### src/rtl/trimcal_pkg.sv
package trimcal_pkg;

    localparam int TRIM_W = 6;
    localparam int BIDX_W = $clog2(TRIM_W);

    typedef logic [TRIM_W-1:0] trim_t;
    typedef logic [BIDX_W-1:0] bidx_t;

    localparam trim_t TRIM_MID = trim_t'(1) << (TRIM_W - 1);
    localparam bidx_t TOP_BIT  = bidx_t'(TRIM_W - 1);

    typedef enum logic [1:0] {
        SAR_IDLE,
        SAR_SETTLE,
        SAR_WRITE
    } sar_state_e;

    typedef enum logic [1:0] {
        SEQ_IDLE,
        SEQ_MASTER,
        SEQ_CELLS,
        SEQ_DONE
    } seq_state_e;

    typedef struct packed {
        logic  wr;
        trim_t word;
    } sar_out_t;

    function automatic trim_t bit_mask(input bidx_t idx);
        return trim_t'(1) << idx;
    endfunction

endpackage

### src/rtl/sar_engine.sv
module sar_engine
    import trimcal_pkg::*;
#(
    parameter int SETTLE_W = 8
) (
    input  logic                clk,
    input  logic                rst,
    input  logic                go,
    input  logic [SETTLE_W-1:0] settle,
    input  logic                cmp_below,
    output trim_t               trial,
    output sar_out_t            res
);

    sar_state_e          state;
    bidx_t               bit_idx;
    logic [SETTLE_W-1:0] cnt;
    logic [SETTLE_W-1:0] settle_q;
    trim_t               final_q;
    trim_t               decided;
    logic                sample_now;

    assign sample_now = (state == SAR_SETTLE) && (cnt == settle_q);

    always_comb begin
        if (cmp_below) decided = trial;
        else           decided = trial & ~bit_mask(bit_idx);
    end

    always_ff @(posedge clk) begin
        if (rst) begin
            state    <= SAR_IDLE;
            trial    <= TRIM_MID;
            bit_idx  <= '0;
            cnt      <= '0;
            settle_q <= '0;
            final_q  <= '0;
        end else if (go && state != SAR_SETTLE) begin
            state    <= SAR_SETTLE;
            trial    <= TRIM_MID;
            bit_idx  <= TOP_BIT;
            cnt      <= '0;
            settle_q <= settle;
        end else begin
            case (state)
                SAR_SETTLE: begin
                    if (sample_now) begin
                        cnt <= '0;
                        if (bit_idx == '0) begin
                            trial   <= decided;
                            final_q <= decided;
                            state   <= SAR_WRITE;
                        end else begin
                            trial   <= decided | bit_mask(bit_idx - 1'b1);
                            bit_idx <= bit_idx - 1'b1;
                        end
                    end else begin
                        cnt <= cnt + 1'b1;
                    end
                end
                SAR_WRITE: state <= SAR_IDLE;
                default:   state <= SAR_IDLE;
            endcase
        end
    end

    assign res.wr   = (state == SAR_WRITE);
    assign res.word = final_q;

    p_trial_held_r5: assert property (@(posedge clk) disable iff (rst)
        (state == SAR_SETTLE && !sample_now) |=> $stable(trial));

    p_keep_bit_r4: assert property (@(posedge clk) disable iff (rst)
        (sample_now && cmp_below) |=> trial[$past(bit_idx)]);

    p_clear_bit_r4: assert property (@(posedge clk) disable iff (rst)
        (sample_now && !cmp_below) |=> !trial[$past(bit_idx)]);

    p_write_single_r7: assert property (@(posedge clk) disable iff (rst)
        (state == SAR_WRITE) |=> (state != SAR_WRITE));

endmodule

### src/rtl/cal_sequencer.sv
module cal_sequencer
    import trimcal_pkg::*;
#(
    parameter int N_CELLS = 31,
    parameter int CELL_W  = 5
) (
    input  logic              clk,
    input  logic              rst,
    input  logic              start,
    input  sar_out_t          sar_res,
    output logic              sar_go,
    output logic              busy,
    output logic              done,
    output logic              tgt_master,
    output logic              cell_phase,
    output logic [CELL_W-1:0] cell_idx,
    output trim_t             master_word
);

    localparam logic [CELL_W-1:0] LAST_IDX = CELL_W'(N_CELLS - 1);

    seq_state_e state;
    logic       last_cell;

    assign last_cell  = (state == SEQ_CELLS) && (cell_idx == LAST_IDX);
    assign busy       = (state == SEQ_MASTER) || (state == SEQ_CELLS);
    assign done       = (state == SEQ_DONE);
    assign tgt_master = (state == SEQ_MASTER);
    assign cell_phase = (state == SEQ_CELLS);
    assign sar_go     = ((state == SEQ_IDLE) && start) ||
                        (busy && sar_res.wr && !last_cell);

    always_ff @(posedge clk) begin
        if (rst) begin
            state       <= SEQ_IDLE;
            cell_idx    <= '0;
            master_word <= TRIM_MID;
        end else begin
            case (state)
                SEQ_IDLE: begin
                    if (start) begin
                        state    <= SEQ_MASTER;
                        cell_idx <= '0;
                    end
                end
                SEQ_MASTER: begin
                    if (sar_res.wr) begin
                        master_word <= sar_res.word;
                        state       <= SEQ_CELLS;
                        cell_idx    <= '0;
                    end
                end
                SEQ_CELLS: begin
                    if (sar_res.wr) begin
                        if (last_cell) state <= SEQ_DONE;
                        else           cell_idx <= cell_idx + 1'b1;
                    end
                end
                default: state <= SEQ_IDLE;
            endcase
        end
    end

    p_master_first_r3: assert property (@(posedge clk) disable iff (rst)
        (state == SEQ_IDLE && start) |=> (state == SEQ_MASTER && cell_idx == '0));

    p_cell_order_r6: assert property (@(posedge clk) disable iff (rst)
        (state == SEQ_CELLS && sar_res.wr && !last_cell)
            |=> (cell_idx == $past(cell_idx) + 1'b1));

    p_start_ignored_r8: assert property (@(posedge clk) disable iff (rst)
        (busy && start && !sar_res.wr) |=> (busy && $stable(cell_idx) && $stable(state)));

    p_done_once_r9: assert property (@(posedge clk) disable iff (rst)
        done |=> !done);

endmodule

### src/rtl/we_decoder.sv
module we_decoder #(
    parameter int N_CELLS = 31,
    parameter int CELL_W  = 5
) (
    input  logic               en,
    input  logic [CELL_W-1:0]  idx,
    output logic [N_CELLS-1:0] strobe
);

    for (genvar g = 0; g < N_CELLS; g++) begin : g_strobe
        assign strobe[g] = en && (idx == CELL_W'(g));
    end

endmodule

### src/rtl/trim_cal_seq.sv
module trim_cal_seq
    import trimcal_pkg::*;
#(
    parameter int N_CELLS  = 31,
    parameter int SETTLE_W = 8,
    localparam int CELL_W  = (N_CELLS > 1) ? $clog2(N_CELLS) : 1
) (
    input  logic                clk,
    input  logic                rst,
    input  logic                start,
    input  logic [SETTLE_W-1:0] settle_cycles,
    input  logic                cmp_below,
    output logic                busy,
    output logic                done,
    output logic                cal_clk_en,
    output logic                tgt_master,
    output logic [CELL_W-1:0]   cell_sel,
    output logic [TRIM_W-1:0]   master_trim,
    output logic [TRIM_W-1:0]   cell_trim,
    output logic                master_we,
    output logic [N_CELLS-1:0]  cell_we,
    output logic [TRIM_W-1:0]   wr_data
);

    sar_out_t sar_res;
    trim_t    trial;
    trim_t    master_word;
    logic     sar_go;
    logic     cell_phase;

    sar_engine #(.SETTLE_W(SETTLE_W)) u_sar (
        .clk       (clk),
        .rst       (rst),
        .go        (sar_go),
        .settle    (settle_cycles),
        .cmp_below (cmp_below),
        .trial     (trial),
        .res       (sar_res)
    );

    cal_sequencer #(.N_CELLS(N_CELLS), .CELL_W(CELL_W)) u_seq (
        .clk         (clk),
        .rst         (rst),
        .start       (start),
        .sar_res     (sar_res),
        .sar_go      (sar_go),
        .busy        (busy),
        .done        (done),
        .tgt_master  (tgt_master),
        .cell_phase  (cell_phase),
        .cell_idx    (cell_sel),
        .master_word (master_word)
    );

    we_decoder #(.N_CELLS(N_CELLS), .CELL_W(CELL_W)) u_dec (
        .en     (cell_phase && sar_res.wr),
        .idx    (cell_sel),
        .strobe (cell_we)
    );

    assign cal_clk_en  = busy;
    assign master_trim = tgt_master ? trial : master_word;
    assign cell_trim   = cell_phase ? trial : TRIM_MID;
    assign master_we   = tgt_master && sar_res.wr;
    assign wr_data     = sar_res.word;

    p_one_strobe_r7: assert property (@(posedge clk) disable iff (rst)
        $onehot0({master_we, cell_we}));

    p_done_follows_last_r9: assert property (@(posedge clk) disable iff (rst)
        done |-> $past(cell_we[N_CELLS-1]));

    p_master_before_cells_r6: assert property (@(posedge clk) disable iff (rst)
        master_we |=> (busy && !tgt_master && cell_sel == '0));

    p_master_kept_r10: assert property (@(posedge clk) disable iff (rst)
        (!busy && !$past(master_we)) |-> $stable(master_trim));

endmodule

### config.mk
export PLATFORM = sky130hd
export DESIGN_NAME = trim_cal_seq
export DESIGN_NICKNAME = d
export VERILOG_FILES = /design/src/rtl/trimcal_pkg.sv /design/src/rtl/sar_engine.sv /design/src/rtl/cal_sequencer.sv /design/src/rtl/we_decoder.sv /design/src/rtl/trim_cal_seq.sv
export SDC_FILE = /design/constraint.sdc
export NUM_CORES = 1
export LEC_CHECK = 0
export ABC_CLOCK_PERIOD_IN_PS = 3100
export BUFFER_PORTS_ARGS = -buffer_cell sky130_fd_sc_hd__buf_2
export CAP_MARGIN = 20
export CORE_UTILIZATION = 45
export CTS_CLUSTER_SIZE = 24
export DETAILED_ROUTE_END_ITERATION = 10
export GPL_TIMING_DRIVEN = 0
export PLACE_DENSITY_LB_ADDON = 0.1
export SKIP_LAST_GASP = 1
export SYNTH_ARGS = -nofsm -noshare
export SYNTH_HDL_FRONTEND = slang
export SYNTH_SLANG_ARGS = --single-unit
### constraint.sdc
create_clock -name clk -period 3.1 [get_ports clk]
set_clock_uncertainty 0.05 [all_clocks]
set_input_delay 0.62 -clock clk [delete_from_list [all_inputs] [get_ports clk]]
set_output_delay 0.62 -clock clk [all_outputs]
set_load 0.01 [all_outputs]
=== Yosys cells after proc, flatten, opt, wreduce, memory -nomap -nowiden ===
Cells that the tools add are included.

* Word-level logic and storage cells: 149
* Register bits after elaboration: 46

* Equal/unequal tests: 45
* Bitwise operators: 6
* Add/sub/neg operators: 3
* Reductions and logical operators: 59
* Mux-type cells: 23
* Shift operators: 2

{| class="wikitable"
|+ Operators with widths
! cell !! count
|-
| 5-bit equality test, second input constant || 15
|-
| 5-bit by 4-bit equality test with 1-bit output, second input constant || 8
|-
| 1-bit logical AND || 39
|-
| 6-bit 2-to-1 mux || 4
|-
| 5-bit by 3-bit equality test with 1-bit output, second input constant || 4
|-
| 5-bit 2-to-1 mux || 4
|-
| 5-bit case mux with 3 select lines || 1
|-
| 3-bit 2-to-1 mux || 4
|-
| 1-bit by 3-bit left shift with 6-bit output, first input constant || 2
|-
| 5-bit by 2-bit equality test with 1-bit output, second input constant || 2
|-
| 8-bit by 1-bit adder with 8-bit output, second input constant || 1
|-
| 8-bit equality test || 1
|-
| 2-bit 2-to-1 mux || 4
|-
| 8-bit 2-to-1 mux || 1
|-
| 2-bit by 1-bit inequality test with 1-bit output, second input constant || 4
|-
| 2-bit AND reduction || 4
|-
| 4-bit AND reduction || 2
|-
| 6-bit bitwise AND || 1
|-
| 2-bit equality test, second input constant || 3
|-
| 2-bit inequality test, second input constant || 3
|-
| 6-bit NOT || 1
|-
| 6-bit bitwise OR || 1
|-
| 2-bit case mux with 3 select lines || 1
|-
| 3-bit AND reduction || 2
|-
| 18 further kinds || 26
|}

=== Logic depth before layout (Yosys ltp) ===
* Depth after elaboration: 8
* Mapped depth: 10
* Depth with buffers taken out: 7

=== By module ===
A second synthesis with hierarchy kept.

* Cells, all modules: 337
* Area total of the unflattened synthesis: 2768.9 µm²

{| class="wikitable"
|+ By module, submodules not included
! module !! times used !! cells an instance !! area an instance (µm²) !! seq. area each (µm²)
|-
| sar_engine || 1 || 193 || 1640.3 || 660.6
|-
| cal_sequencer || 1 || 82 || 738.2 || 260.2
|-
| we_decoder || 1 || 46 || 230.2 || 0.0
|-
| trim_cal_seq || 1 || 16 || 160.2 || 0.0
|}

=== Least setup slack after synthesis ===
No wires, ideal clock.

* Path kind: reg-to-reg
* From: register u_seq.cell_idx[1]
* To: register u_sar.cnt[2]
* Arrival: 2.074 ns
* Required time: 2.962 ns
* Slack: 0.888 ns
* Period minus slack after synthesis: 2.212 ns
* Path buffers: 3
* Stages on the path, launching flop included: 10
* Setup time: 0.088 ns
* Path through: dfxtp_1 > ha_1 > nand4_1 > or2_1 > buf_6 > a211o_1 > buf_6 > or2_1 > buf_6 > nor4_4

* Longest elaborated chain between the ends: 7

{| class="wikitable"
|+ RTL lines
! item !! line !! text
|-
| from (decl) || cal_sequencer.sv:16 || <nowiki>output logic [CELL_W-1:0] cell_idx,</nowiki>
|-
| from (signal assigned) || cal_sequencer.sv:56 || <nowiki>else cell_idx <= cell_idx + 1'b1;</nowiki>
|-
| 5-bit equality test || cal_sequencer.sv:25 || <nowiki>assign last_cell = (state == SEQ_CELLS) && (cell_idx == LAST_IDX);</nowiki>
|-
| 1-bit logical AND || cal_sequencer.sv:25 ||
|-
| 1-bit zero test || cal_sequencer.sv:31 || <nowiki>(busy && sar_res.wr && !last_cell);</nowiki>
|-
| 1-bit logical AND || cal_sequencer.sv:31 ||
|-
| 1-bit logical OR || cal_sequencer.sv:30 || <nowiki>assign sar_go = ((state == SEQ_IDLE) && start) ||</nowiki>
|-
| 1-bit logical AND || sar_engine.sv:38 || <nowiki>end else if (go && state != SAR_SETTLE) begin</nowiki>
|-
| 2-bit OR reduction (no line) || n/a ||
|-
| to (signal assigned) || sar_engine.sv:58 || <nowiki>cnt <= cnt + 1'b1;</nowiki>
|-
| to (decl) || sar_engine.sv:17 || <nowiki>logic [SETTLE_W-1:0] cnt;</nowiki>
|}

No other way between the ends.
A chain may end at the register's enable or synchronous reset.

=== Final worst setup path ===
* From: register u_seq.state[0]
* To: output port cell_we[16]

* Longest elaborated chain between the ends: 3

{| class="wikitable"
|+ RTL lines
! item !! line !! text
|-
| from (decl) || cal_sequencer.sv:22 || <nowiki>seq_state_e state;</nowiki>
|-
| from (signal assigned) || cal_sequencer.sv:35 || <nowiki>state <= SEQ_IDLE;</nowiki>
|-
| from (signal assigned) || cal_sequencer.sv:42 || <nowiki>state <= SEQ_MASTER;</nowiki>
|-
| from (signal assigned) || cal_sequencer.sv:49 || <nowiki>state <= SEQ_CELLS;</nowiki>
|-
| 2-bit equality test || cal_sequencer.sv:29 || <nowiki>assign cell_phase = (state == SEQ_CELLS);</nowiki>
|-
| 1-bit logical AND || trim_cal_seq.sv:56 || <nowiki>.en (cell_phase && sar_res.wr),</nowiki>
|-
| 1-bit logical AND || we_decoder.sv:11 || <nowiki>assign strobe[g] = en && (idx == CELL_W'(g));</nowiki>
|-
| to (decl) || trim_cal_seq.sv:21 || <nowiki>output logic [N_CELLS-1:0] cell_we,</nowiki>
|}

No other way between the ends.

==> impl_metrics.toml <==
[floorplan]
start_util = 0.472
core_area_mm2 = 0.00554
die_h_um = 78.3
dieArea_mm2 = 0.00613
die_w_um = 78.3
num_rows = 27
ios = 71

[cts]
cts_buffers = 5
cts_sinks = 46
post_cts.repair.setup_buffers = 0
path_clk_slew_ns = 0.09
cts_max_level = 2
cts_tree = "built"
cts_root_buffer = "clkbuf_8"
clk-insertion-delay-late_ns = 0.30
postCtsHoldBufs = 0
cts_buffer_depth = 2
cts_resized = 0

[place]
dp_hpwl_um = 4470
io_buffers = 69
globalplace.congestion = 0.818

[routing]
drt-total-wl_um = 5890
drcViolationCount = 0
postRouteAntennaNets = 0
drt_first_pass_iters = 4
via_per_inst = 5.05
drt_iter0_markers = 99
vias = 2320
detail_route.wl_per_cell_um = 12.8

[sta]
slew_headroom = 0.473
timing.final.crit_share = 0.914
fin_crit_ns = 2.83
finalHoldViolCount = 0
final_max_slew_viol_count = 0
max_freq_ghz = 0.353
tns_ns = 0
rsz0062_at_grt = "no"
timing.hold.ws_ns = 0.408
worstMarginPinSlew_ns = 0.786
finalSetupViolations = 0

[global_route]
grt_pass1_vias = 2045
antenna_found_initial = 0
grt_overflow = 0
grt_max_degree = 16
grt_usage = 0.203
grt_pass1_wl_um = 9920

[layout]
seqCellArea_um2 = 921
drive_above_1_share = 0.245
final_cell_mix = "buf_2 (71), dfxtp_1 (46), nor2_1 (43)"
multi_input_area_mm2 = 0.00157
area_growth_pct = 20.1
antenna-diode-count = 0
fin_nets = 414
fillers = 529
final_core_util = 0.567
final_common_cell = "buf_2"

[synthesis]
synth.distinct_cells = 40
synth_seq_cells = 46
syn_area_per_cell_um2 = 8.44
yosysWarnings = 0
synth_nets = 338
netlist_instances = 310
netlist_area_mm2 = 0.00262
ys_seq_area_frac = 0.352

[power]
p_leak_nw = 1.45
powerDensity_mw_per_mm2 = 623
max-vdd-ir-drop_v = 0.000349

[setup_path]
crit_path_end_kind = "output port"
critical_path_class = "reg2out"
arrival_ns = 2.16
required_ns = 2.43
start_kind = "flip-flop"
r2r_setup_slack_ns = 0.66
cp_max_fo = 10

[job]
cap_viol_max_count = 0

[worst_hold_path]
hold_path_class = "reg2reg"

[status]
status = "complete, no violations"
per-layer routing:
metal / global-route usage / wire, um / vias to the layer above
met3: 0.0430 / 286 / 2
met4: 0.0389 / 24 / 0
met5: 0 / 0 / -
li1: - / - / 1203
met2: 0.328 / 2610 / 61
met1: 0.278 / 2970 / 1054
worst max-delay path, cell delays in order, from the launching register on:
cell      delay (ns)
dfxtp_1         0.35
inv_1           0.09
ha_1            0.20
clkbuf_1        0.38
nand3_1         0.23
nor3_1          0.31
and2_1          0.18
buf_2           0.13
per-stage QoR:
stage	total power, mW	setup WS [ns]	area, um2	std cells
4_1_cts	1.98	0.220	3140	459
6_report	1.96	0.266	3140	459
5_1_grt	2.11	0.0416	3140	459
3_5_place_dp	1.61	0.562	3050	451
2_1_floorplan	1.40	0.888	2620	310
3_3_place_gp	1.60	0.662	3050	451
path summary, 6_finish.rpt:
| kind | cells past startpoint | to | start |
|---|---|---|---|
| worst max-delay path | 7 | cell_we[16] | u_seq.state[0]$_SDFFE_PP0P_ |
| worst min-delay path | 2 | u_seq.master_word[0]$_SDFFE_PP0P_ | u_seq.master_word[0]$_SDFFE_PP0P_ |
| worst max register to register | 7 | u_seq.cell_idx[3]$_SDFFE_PP0P_ | u_seq.state[1]$_SDFFE_PP0P_ |
| worst min register to register | 2 | u_seq.master_word[0]$_SDFFE_PP0P_ | u_seq.master_word[0]$_SDFFE_PP0P_ |
area by class of cell:
type                    count  share of cell area
well taps                  72              0.0287
clock inverters             3             0.00677
multi-input cells         238               0.500
flip-flops and latches     46               0.293
repair buffers             69               0.110
inverters                  12              0.0143
plain buffers              14              0.0259
clock buffers               5              0.0219
state kept, by name (all words and copies together), names as in the netlist:
register	flops
u_sar.cnt	8
u_sar.settle_q	8
u_sar.final_q	6
u_sar.trial	6
u_seq.master_word	6
u_seq.cell_idx	5
u_sar.bit_idx	3
u_sar.state	2
u_seq.state	2
cells by family (layout without fill, tap and decap cells):
| group | count (synthesis) | in the layout | synth area share |
|---|---|---|---|
| fa+ha+maj | 16 | 16 | 0.0765 |
| flops | 46 | 46 | 0.352 |
| compound gates | 44 | 44 | 0.111 |
| simple gates | 141 | 141 | 0.275 |
| mux | 21 | 21 | 0.0832 |
| xor+xnor | 16 | 16 | 0.0535 |
| buf+inv | 26 | 103 | 0.0483 |
synth_stat cells:
library cell  number  area (um2)
nand2b_1           7        43.8
nor2b_1            3        18.8
a311oi_1           1        8.76
inv_1             11        41.3
inv_2              1        3.75
o21ba_2            1        10.0
dfxtp_1           46         921
a211o_1            2        17.5
xor2_1             2        17.5
a2111oi_0          1        8.76
buf_6              3        33.8
and2_1            23         144
a21oi_1           18        90.1
and3_1             9        56.3
or2_2              2        12.5
nor3_1             9        45.0
a221oi_1           1        8.76
and4_1             1        8.76
o21ai_0            1        5.00
nor4_4             2        42.5
a21o_1             2        15.0
or2_1              2        12.5
o211a_1            1        10.0
xnor2_1           14         123
buf_2              2        10.0
nand2_1           23        86.3
mux2i_1           15         150
a211oi_1           5        37.5
mux2_2             6        67.6
o41ai_1            1        8.76
o211ai_1           1        7.51
ha_1              16         200
nand3_1           14        70.1
a31oi_1            3        18.8
nor2_1            43         161
a21boi_0           5        37.5
buf_4              1        7.51
nand4_1            3        18.8
clkbuf_1           8        30.0
o21bai_1           1        7.51
power by group:
group	total, mW	switching [mW]	leakage (nW)	internal [mW]
logic	0.849	0.503	1.04	0.346
clock network	0.361	0.203	0.0441	0.158
registers	0.748	0.0780	0.373	0.670
total	1.96	0.784	1.45	1.17
Power figures use the tool's default switching activity.
